==> src/rtl/cvd_pkg.sv <==
package cvd_pkg;
  typedef enum logic [2:0] {
    ST_IDLE,
    ST_PRE,
    ST_ACQ,
    ST_CONV,
    ST_DONE
  } seq_state_t;
endpackage

==> src/rtl/cvd_phase_timer.sv <==
module cvd_phase_timer #(
  parameter int PH_W = 11
) (
  input  logic            clk,
  input  logic            rst,
  input  logic            load,
  input  logic [PH_W-1:0] load_val,
  input  logic            run,
  output logic            zero
);
  logic [PH_W-1:0] cnt;

  always_ff @(posedge clk) begin
    if (rst)                   cnt <= '0;
    else if (load)             cnt <= load_val;
    else if (run && cnt != '0) cnt <= cnt - 1'b1;
  end

  assign zero = (cnt == '0);

  // a running timer never wraps from zero
  p_no_wrap_r3: assert property (@(posedge clk) disable iff (rst)
    (!load && run && cnt == '0) |=> (cnt == '0));
endmodule

==> src/rtl/cvd_conv_clk.sv <==
module cvd_conv_clk #(
  parameter int DIV_W = 4
) (
  input  logic             clk,
  input  logic             rst,
  input  logic             restart,
  input  logic [DIV_W-1:0] div,
  output logic             last
);
  logic [DIV_W-1:0] cnt;

  always_ff @(posedge clk) begin
    if (rst)              cnt <= '0;
    else if (restart)     cnt <= div;
    else if (cnt == '0)   cnt <= div;
    else                  cnt <= cnt - 1'b1;
  end

  assign last = (cnt == '0);
endmodule

==> src/rtl/cvd_sar_core.sv <==
module cvd_sar_core #(
  parameter int RES = 10
) (
  input  logic           clk,
  input  logic           rst,
  input  logic           clear,
  input  logic           step,
  input  logic           cmp_in,
  output logic [RES-1:0] code,
  output logic [RES-1:0] raw,
  output logic           fin
);
  localparam int PER_W = $clog2(RES + 2);

  logic [PER_W-1:0] per;
  logic [RES-1:0]   sar;
  logic [RES-1:0]   trial;

  // period p (1..RES) tries bit RES-p
  for (genvar k = 0; k < RES; k++) begin : g_trial
    assign trial[k] = (per == PER_W'(RES - k));
  end

  always_ff @(posedge clk) begin
    if (rst || clear) begin
      per <= '0;
      sar <= '0;
    end else if (step) begin
      sar <= (sar & ~trial) | (cmp_in ? trial : '0);
      per <= per + 1'b1;
    end
  end

  assign code = sar | trial;
  assign raw  = sar;
  assign fin  = step && (per == PER_W'(RES));

  // at most one trial bit is offered at a time
  p_one_trial_r6: assert property (@(posedge clk) disable iff (rst)
    $onehot0(trial));
endmodule

==> src/rtl/cvd_sar_seq.sv <==
module cvd_sar_seq #(
  parameter int RES       = 10,
  parameter int CNT_W     = 8,
  parameter int DIV_W     = 4,
  parameter int INST_CLKS = 4,
  parameter int OUT_W     = 16
) (
  input  logic              clk,
  input  logic              rst,
  input  logic              go_set,
  input  logic              go_clr,
  input  logic [CNT_W-1:0]  pre_cnt,
  input  logic [CNT_W-1:0]  acq_cnt,
  input  logic [DIV_W-1:0]  conv_div,
  input  logic              pre_pol,
  input  logic              left_fmt,
  input  logic              cap_en,
  input  logic              cmp_in,
  input  logic              int_clr,
  output logic              go,
  output logic              pre_drive,
  output logic              pre_high,
  output logic              share,
  output logic              hold_disc,
  output logic              cap_conn,
  output logic [RES-1:0]    sar_code,
  output logic [OUT_W-1:0]  result,
  output logic              int_flag
);
  import cvd_pkg::*;

  localparam int PH_W = CNT_W + $clog2(INST_CLKS + 1) + 1;
  localparam int PAD  = OUT_W - RES;

  seq_state_t st, nxt;
  logic            tmr_load, tmr_zero, tmr_run;
  logic [PH_W-1:0] tmr_val, pre_len, acq_len;
  logic            conv_start, div_last, step, sar_fin, done_load;
  logic [RES-1:0]  code, raw;

  assign pre_len = PH_W'(pre_cnt) * PH_W'(INST_CLKS) - 1'b1;
  assign acq_len = PH_W'(acq_cnt) * PH_W'(INST_CLKS) - 1'b1;

  always_comb begin
    nxt        = st;
    tmr_load   = 1'b0;
    tmr_val    = '0;
    conv_start = 1'b0;
    case (st)
      ST_IDLE: if (go_set && !go_clr) begin
        if (pre_cnt != '0) begin
          nxt = ST_PRE; tmr_load = 1'b1; tmr_val = pre_len;
        end else if (acq_cnt != '0) begin
          nxt = ST_ACQ; tmr_load = 1'b1; tmr_val = acq_len;
        end else begin
          nxt = ST_CONV; conv_start = 1'b1;
        end
      end
      ST_PRE: if (go_clr) nxt = ST_IDLE;
        else if (tmr_zero) begin
          if (acq_cnt != '0) begin
            nxt = ST_ACQ; tmr_load = 1'b1; tmr_val = acq_len;
          end else begin
            nxt = ST_CONV; conv_start = 1'b1;
          end
        end
      ST_ACQ: if (go_clr) nxt = ST_IDLE;
        else if (tmr_zero) begin
          nxt = ST_CONV; conv_start = 1'b1;
        end
      ST_CONV: if (go_clr) nxt = ST_IDLE;
        else if (sar_fin) nxt = ST_DONE;
      default: nxt = ST_IDLE;
    endcase
  end

  assign tmr_run   = (st == ST_PRE) || (st == ST_ACQ);
  assign step      = (st == ST_CONV) && div_last;
  assign done_load = (st == ST_DONE) && !go_clr;

  cvd_phase_timer #(.PH_W(PH_W)) u_timer (
    .clk(clk), .rst(rst), .load(tmr_load), .load_val(tmr_val),
    .run(tmr_run), .zero(tmr_zero));

  cvd_conv_clk #(.DIV_W(DIV_W)) u_div (
    .clk(clk), .rst(rst), .restart(conv_start), .div(conv_div),
    .last(div_last));

  cvd_sar_core #(.RES(RES)) u_sar (
    .clk(clk), .rst(rst), .clear(conv_start), .step(step),
    .cmp_in(cmp_in), .code(code), .raw(raw), .fin(sar_fin));

  always_ff @(posedge clk) begin
    if (rst) begin
      st       <= ST_IDLE;
      result   <= '0;
      int_flag <= 1'b0;
    end else begin
      st <= nxt;
      if (done_load) begin
        result   <= left_fmt ? {raw, {PAD{1'b0}}} : {{PAD{1'b0}}, raw};
        int_flag <= 1'b1;
      end else if (int_clr) begin
        int_flag <= 1'b0;
      end
    end
  end

  assign go        = (st != ST_IDLE);
  assign pre_drive = (st == ST_PRE);
  assign pre_high  = (st == ST_PRE) && pre_pol;
  assign share     = (st == ST_ACQ);
  assign hold_disc = (st == ST_CONV) || (st == ST_DONE);
  assign cap_conn  = cap_en && tmr_run;
  assign sar_code  = (st == ST_CONV || st == ST_DONE) ? code : '0;

  p_phase_excl_r5: assert property (@(posedge clk) disable iff (rst)
    $onehot0({pre_drive, share, hold_disc}));
  p_cap_off_conv_r8: assert property (@(posedge clk) disable iff (rst)
    hold_disc |-> !cap_conn);
  p_abort_r9: assert property (@(posedge clk) disable iff (rst)
    (go && go_clr) |=> (!go && $stable(result) && $stable(int_flag)));
  p_done_r7: assert property (@(posedge clk) disable iff (rst)
    $rose(int_flag) |-> (!go && $past(hold_disc)));
  p_direct_r4: assert property (@(posedge clk) disable iff (rst)
    (!go && go_set && !go_clr && pre_cnt == '0 && acq_cnt == '0) |=> hold_disc);
endmodule

==> config.mk <==
export PLATFORM = sky130hd
export DESIGN_NAME = cvd_sar_seq
export DESIGN_NICKNAME = d
export VERILOG_FILES = /design/src/rtl/cvd_pkg.sv /design/src/rtl/cvd_phase_timer.sv /design/src/rtl/cvd_conv_clk.sv /design/src/rtl/cvd_sar_core.sv /design/src/rtl/cvd_sar_seq.sv
export SDC_FILE = /design/constraint.sdc
export NUM_CORES = 1
export LEC_CHECK = 0
export CAP_MARGIN = 5
export CELL_PAD_IN_SITES_DETAIL_PLACEMENT = 1
export CELL_PAD_IN_SITES_GLOBAL_PLACEMENT = 1
export CORE_MARGIN = 4
export CORE_UTILIZATION = 37
export DETAILED_ROUTE_END_ITERATION = 10
export PLACE_DENSITY_LB_ADDON = 0.1
export SYNTH_ARGS = -nofsm -noshare
export SYNTH_HDL_FRONTEND = slang
export SYNTH_SLANG_ARGS = --single-unit
==> constraint.sdc <==
create_clock -name clk -period 3.6 [get_ports clk]
set_input_delay 0.72 -clock clk [delete_from_list [all_inputs] [get_ports clk]]
set_output_delay 0.72 -clock clk [all_outputs]
set_load 0.02 [all_outputs]
==> flow_summary.yaml, run 1 <==
outcome:
  status: "finished, final reports clean"
synth:
  synth_top_family_by_area: "simple AND/OR/NAND/NOR gates"
  syn_area_um2: 3040
  seq_area_frac_synth: 0.329
  synthFlopType: "dfxtp_1"
  synth_compound_area_frac: 0.174
  yosys.area_share.xor_xnor: 0.0461
  synth_cell_types: 52
  synth_area_per_cell_um2: 7.73
  synthSimpleGateAreaFrac: 0.289
  syn-num-nets: 433
  synth_edf_count: 0
  synth_top_area_frac: 0.329
  synthTopCellsByArea: "dfxtp_1 (33%), nor2_1 (8.9%), mux2i_1 (6.6%)"
  synthTopCellsByCount: "nor2_1 (72), dfxtp_1 (50), a21oi_1 (38)"
  ys_seq_elements: 50
  yosysTopAreaCell: "dfxtp_1"
  syn_inst: 393
  post-synth-top-count-cell: "nor2_1"
  synth_fa_ha_area_frac: 0.0453
  synthArstFlopShare: 0
  ys_warn_count: 0
  synth_mux_area_frac: 0.0659
power:
  leakagePower_uw: 0.00145
  peakVddDrop_uv: 206
  powerDensity_nw_per_um2: 566
worst_setup_path:
  path_class: "reg -> out"
  r2r_slack_ns: 0.90
  endpoint_kind: "output pin"
  critPathMaxStageDelay_ns: 0.62
  worst-path-buf-inv: 2
  crit_arrival_ns: 2.45
  path_max_fanout: 11
  worst_setup_path_start_kind: "flop"
  crit_required_ns: 2.88
  rr_startpoint: "u_timer.cnt[4]"
  r2r-end: "u_timer.cnt[6]"
  reg2reg_depth: 6
  crit_start: "st[0]"
  crit_slowest_cell: "clkdlybuf4s50_1"
  cp_cell_sequence: "inv_1 > or2_2 > o21a_1 > nor2_1 > clkdlybuf4s50_1"
  crit_family: "buffers and inverters"
clock_network:
  ctsHtreeMaxLevel: 2
  cts_tree: "done"
  ctsHoldBuffers: 0
  clock_path_buffers: 2
  post_cts.repair.setup_buffers: 0
  clock-sinks: 50
  cts.clk_slew.worst_paths_ns: 0.11
  clkLatencyLatePin_ns: 0.31
  clockRootBuffer: "clkbuf_8"
  cts_made_buffers: 5
  ctsResizeCount: 0
sta:
  min_period_ns: 3.17
  relSlewSlack: 0.360
  final_hold_viol_count: 0
  setup_viol: 0
  finClkSkew_ns: 0.0100
  holdWs_ns: 0.463
  fin_setup_tns_ns: 0
  drv_slew: 0
  rsz0062_at_grt: "false"
  fin_crit_sh: 0.881
  timing.fmax_ghz: 0.315
  tightestPinTransition_ns: 0.957
  fin_ws_ns: 0.429
drt:
  drt_iter0_drc: 125
  wl_um: 9330
  avgViaCountPerCell: 5.56
  final_antenna_net_count: 0
  vias: 3059
  drt_drc_violations_left: 0
  wire_per_inst_um: 17.0
  dr.pass1.iters: 4
placed_design:
  io_buffers: 61
  dp_hpwl_um: 7040
  place_inst: 542
  place.gp.congestion: 0.843
  place_area_um2: 3730
  dp_slack_ns: 0.411
floorplanning:
  floorplan.io_pins: 62
  row_count: 32
  core_area_um2: 7850
  die_w_um: 98.6
  design.die.area_um2: 9720
  die_y_um: 98.6
  start_util: 0.387
global_route:
  grt_usage: 0.194
  antenna_found_initial: 0
  grt_pass1_wl_um: 15600
  grt_pass1_vias: 3083
  gr-total-overflow: 0
  grt_max_degree: 35
hold_path:
  hp-class: "reg -> reg"
  min_from: "result[10]"
  min_delay_path_depth: 2
  hold-path-endpoint: "result[10]"
job:
  maxCapViolations: 0
finish:
  drive_above_1_share: 0.0513
  final_area_um2: 3830
  final_nets: 487
  diodes: 0
  instances_no_fill: 550
  area.growth.synth_to_final_pct: 26.2
==> stage by stage <==
step | utilization | power, uW
finish | 0.488 | 2170
global route | 0.488 | 2330
CTS | 0.488 | 2180
detailed placement | 0.476 | 1810
global placement | 0.476 | 1790
floorplan | - | 1500
==> logic make-up (layout without fill, tap and decap cells) <==
family	Yosys count	after routing
compound gates	82	82
xor+xnor	16	16
fa+ha+maj	11	11
buf+inv	37	92
flops	50	50
mux	20	20
simple gates	177	177
==> cells in the final DEF (no fill, tap or decap), types with 5 or more instances in the layout <==
master           synthesis  routed
clkbuf_8                 0       5
nor3b_1                  7       7
o21ai_0                  5       5
xnor2_1                  9       9
o211ai_1                 5       5
o22ai_1                  6       6
xor2_1                   7       7
inv_1                   16      16
a211oi_1                 7       7
nand2b_1                 5       5
mux2i_1                 20      20
clkdlybuf4s50_1          0      61
nor2_1                  72      72
or3_1                    6       6
buf_4                    0       7
nand2_1                 18      18
nand3_1                 28      28
nor3_1                  11      11
ha_1                    11      11
dfxtp_1                 50      50
nor4_1                   5       5
a21oi_1                 38      38
==> worst max path at each step <==
| stage | end | slack [ns] | depth (start not counted) |
|---|---|---|---|
| floorplan | flop | 0.92 | 9 |
| global placement | u_div.cnt[2] | 0.45 | 7 |
| detailed placement | u_timer.cnt[6] | 0.41 | 8 |
| CTS | sar_code[0] | 0.42 | 5 |
| global route | sar_code[2] | 0.25 | 5 |
| finish | sar_code[0] | 0.43 | 5 |
==> report_power, final <==
part,total [uW],leakage (uW),internal [uW],switching (uW)
Sequential,761,0.000406,642,119
Clock,363,0.0000502,145,219
Combinational,1040,0.000995,444,601
==> worst register-to-register path, stage by stage (launching register included) <==
cell	delay [ns]
dfxtp_1	0.37
or4_4	0.57
or4_1	0.43
or4b_1	0.65
and2_4	0.25
a221oi_2	0.25
nor2_1	0.06
==> routing by layer <==
| metal | part of all wire | vias to the layer above | routed length [um] | GRT usage |
|---|---|---|---|---|
| met5 | 0 | - | 0 | 0 |
| met4 | 0.019 | 0 | 175 | 0.0578 |
| met3 | 0.037 | 12 | 349 | 0.0269 |
| met2 | 0.48 | 70 | 4450 | 0.325 |
| met1 | 0.47 | 1470 | 4350 | 0.260 |
| li1 | - | 1507 | - | - |
==> final cells by class <==
class	instances	area [um2]
Clock buffer	5	68.8
Clock inverter	3	28.8
Fill cell	983	4020
Inverter	16	60.1
Multi-Input combinational cell	306	1880
Sequential cell	50	1000
Tap cell	102	128
Timing Repair Buffer	68	663
No activity file was read; power rests on OpenSTA's default activity.
==> inputs of run 2 (changes only) <==
--- a/config.mk
+++ b/config.mk
@@ -5,7 +5,6 @@
 export SDC_FILE = /design/constraint.sdc
 export NUM_CORES = 1
 export LEC_CHECK = 0
-export CAP_MARGIN = 5
 export CELL_PAD_IN_SITES_DETAIL_PLACEMENT = 1
 export CELL_PAD_IN_SITES_GLOBAL_PLACEMENT = 1
 export CORE_MARGIN = 4
==> results of run 2 <==
No change in the layout: final DEF, timing and power equal those of run 1.
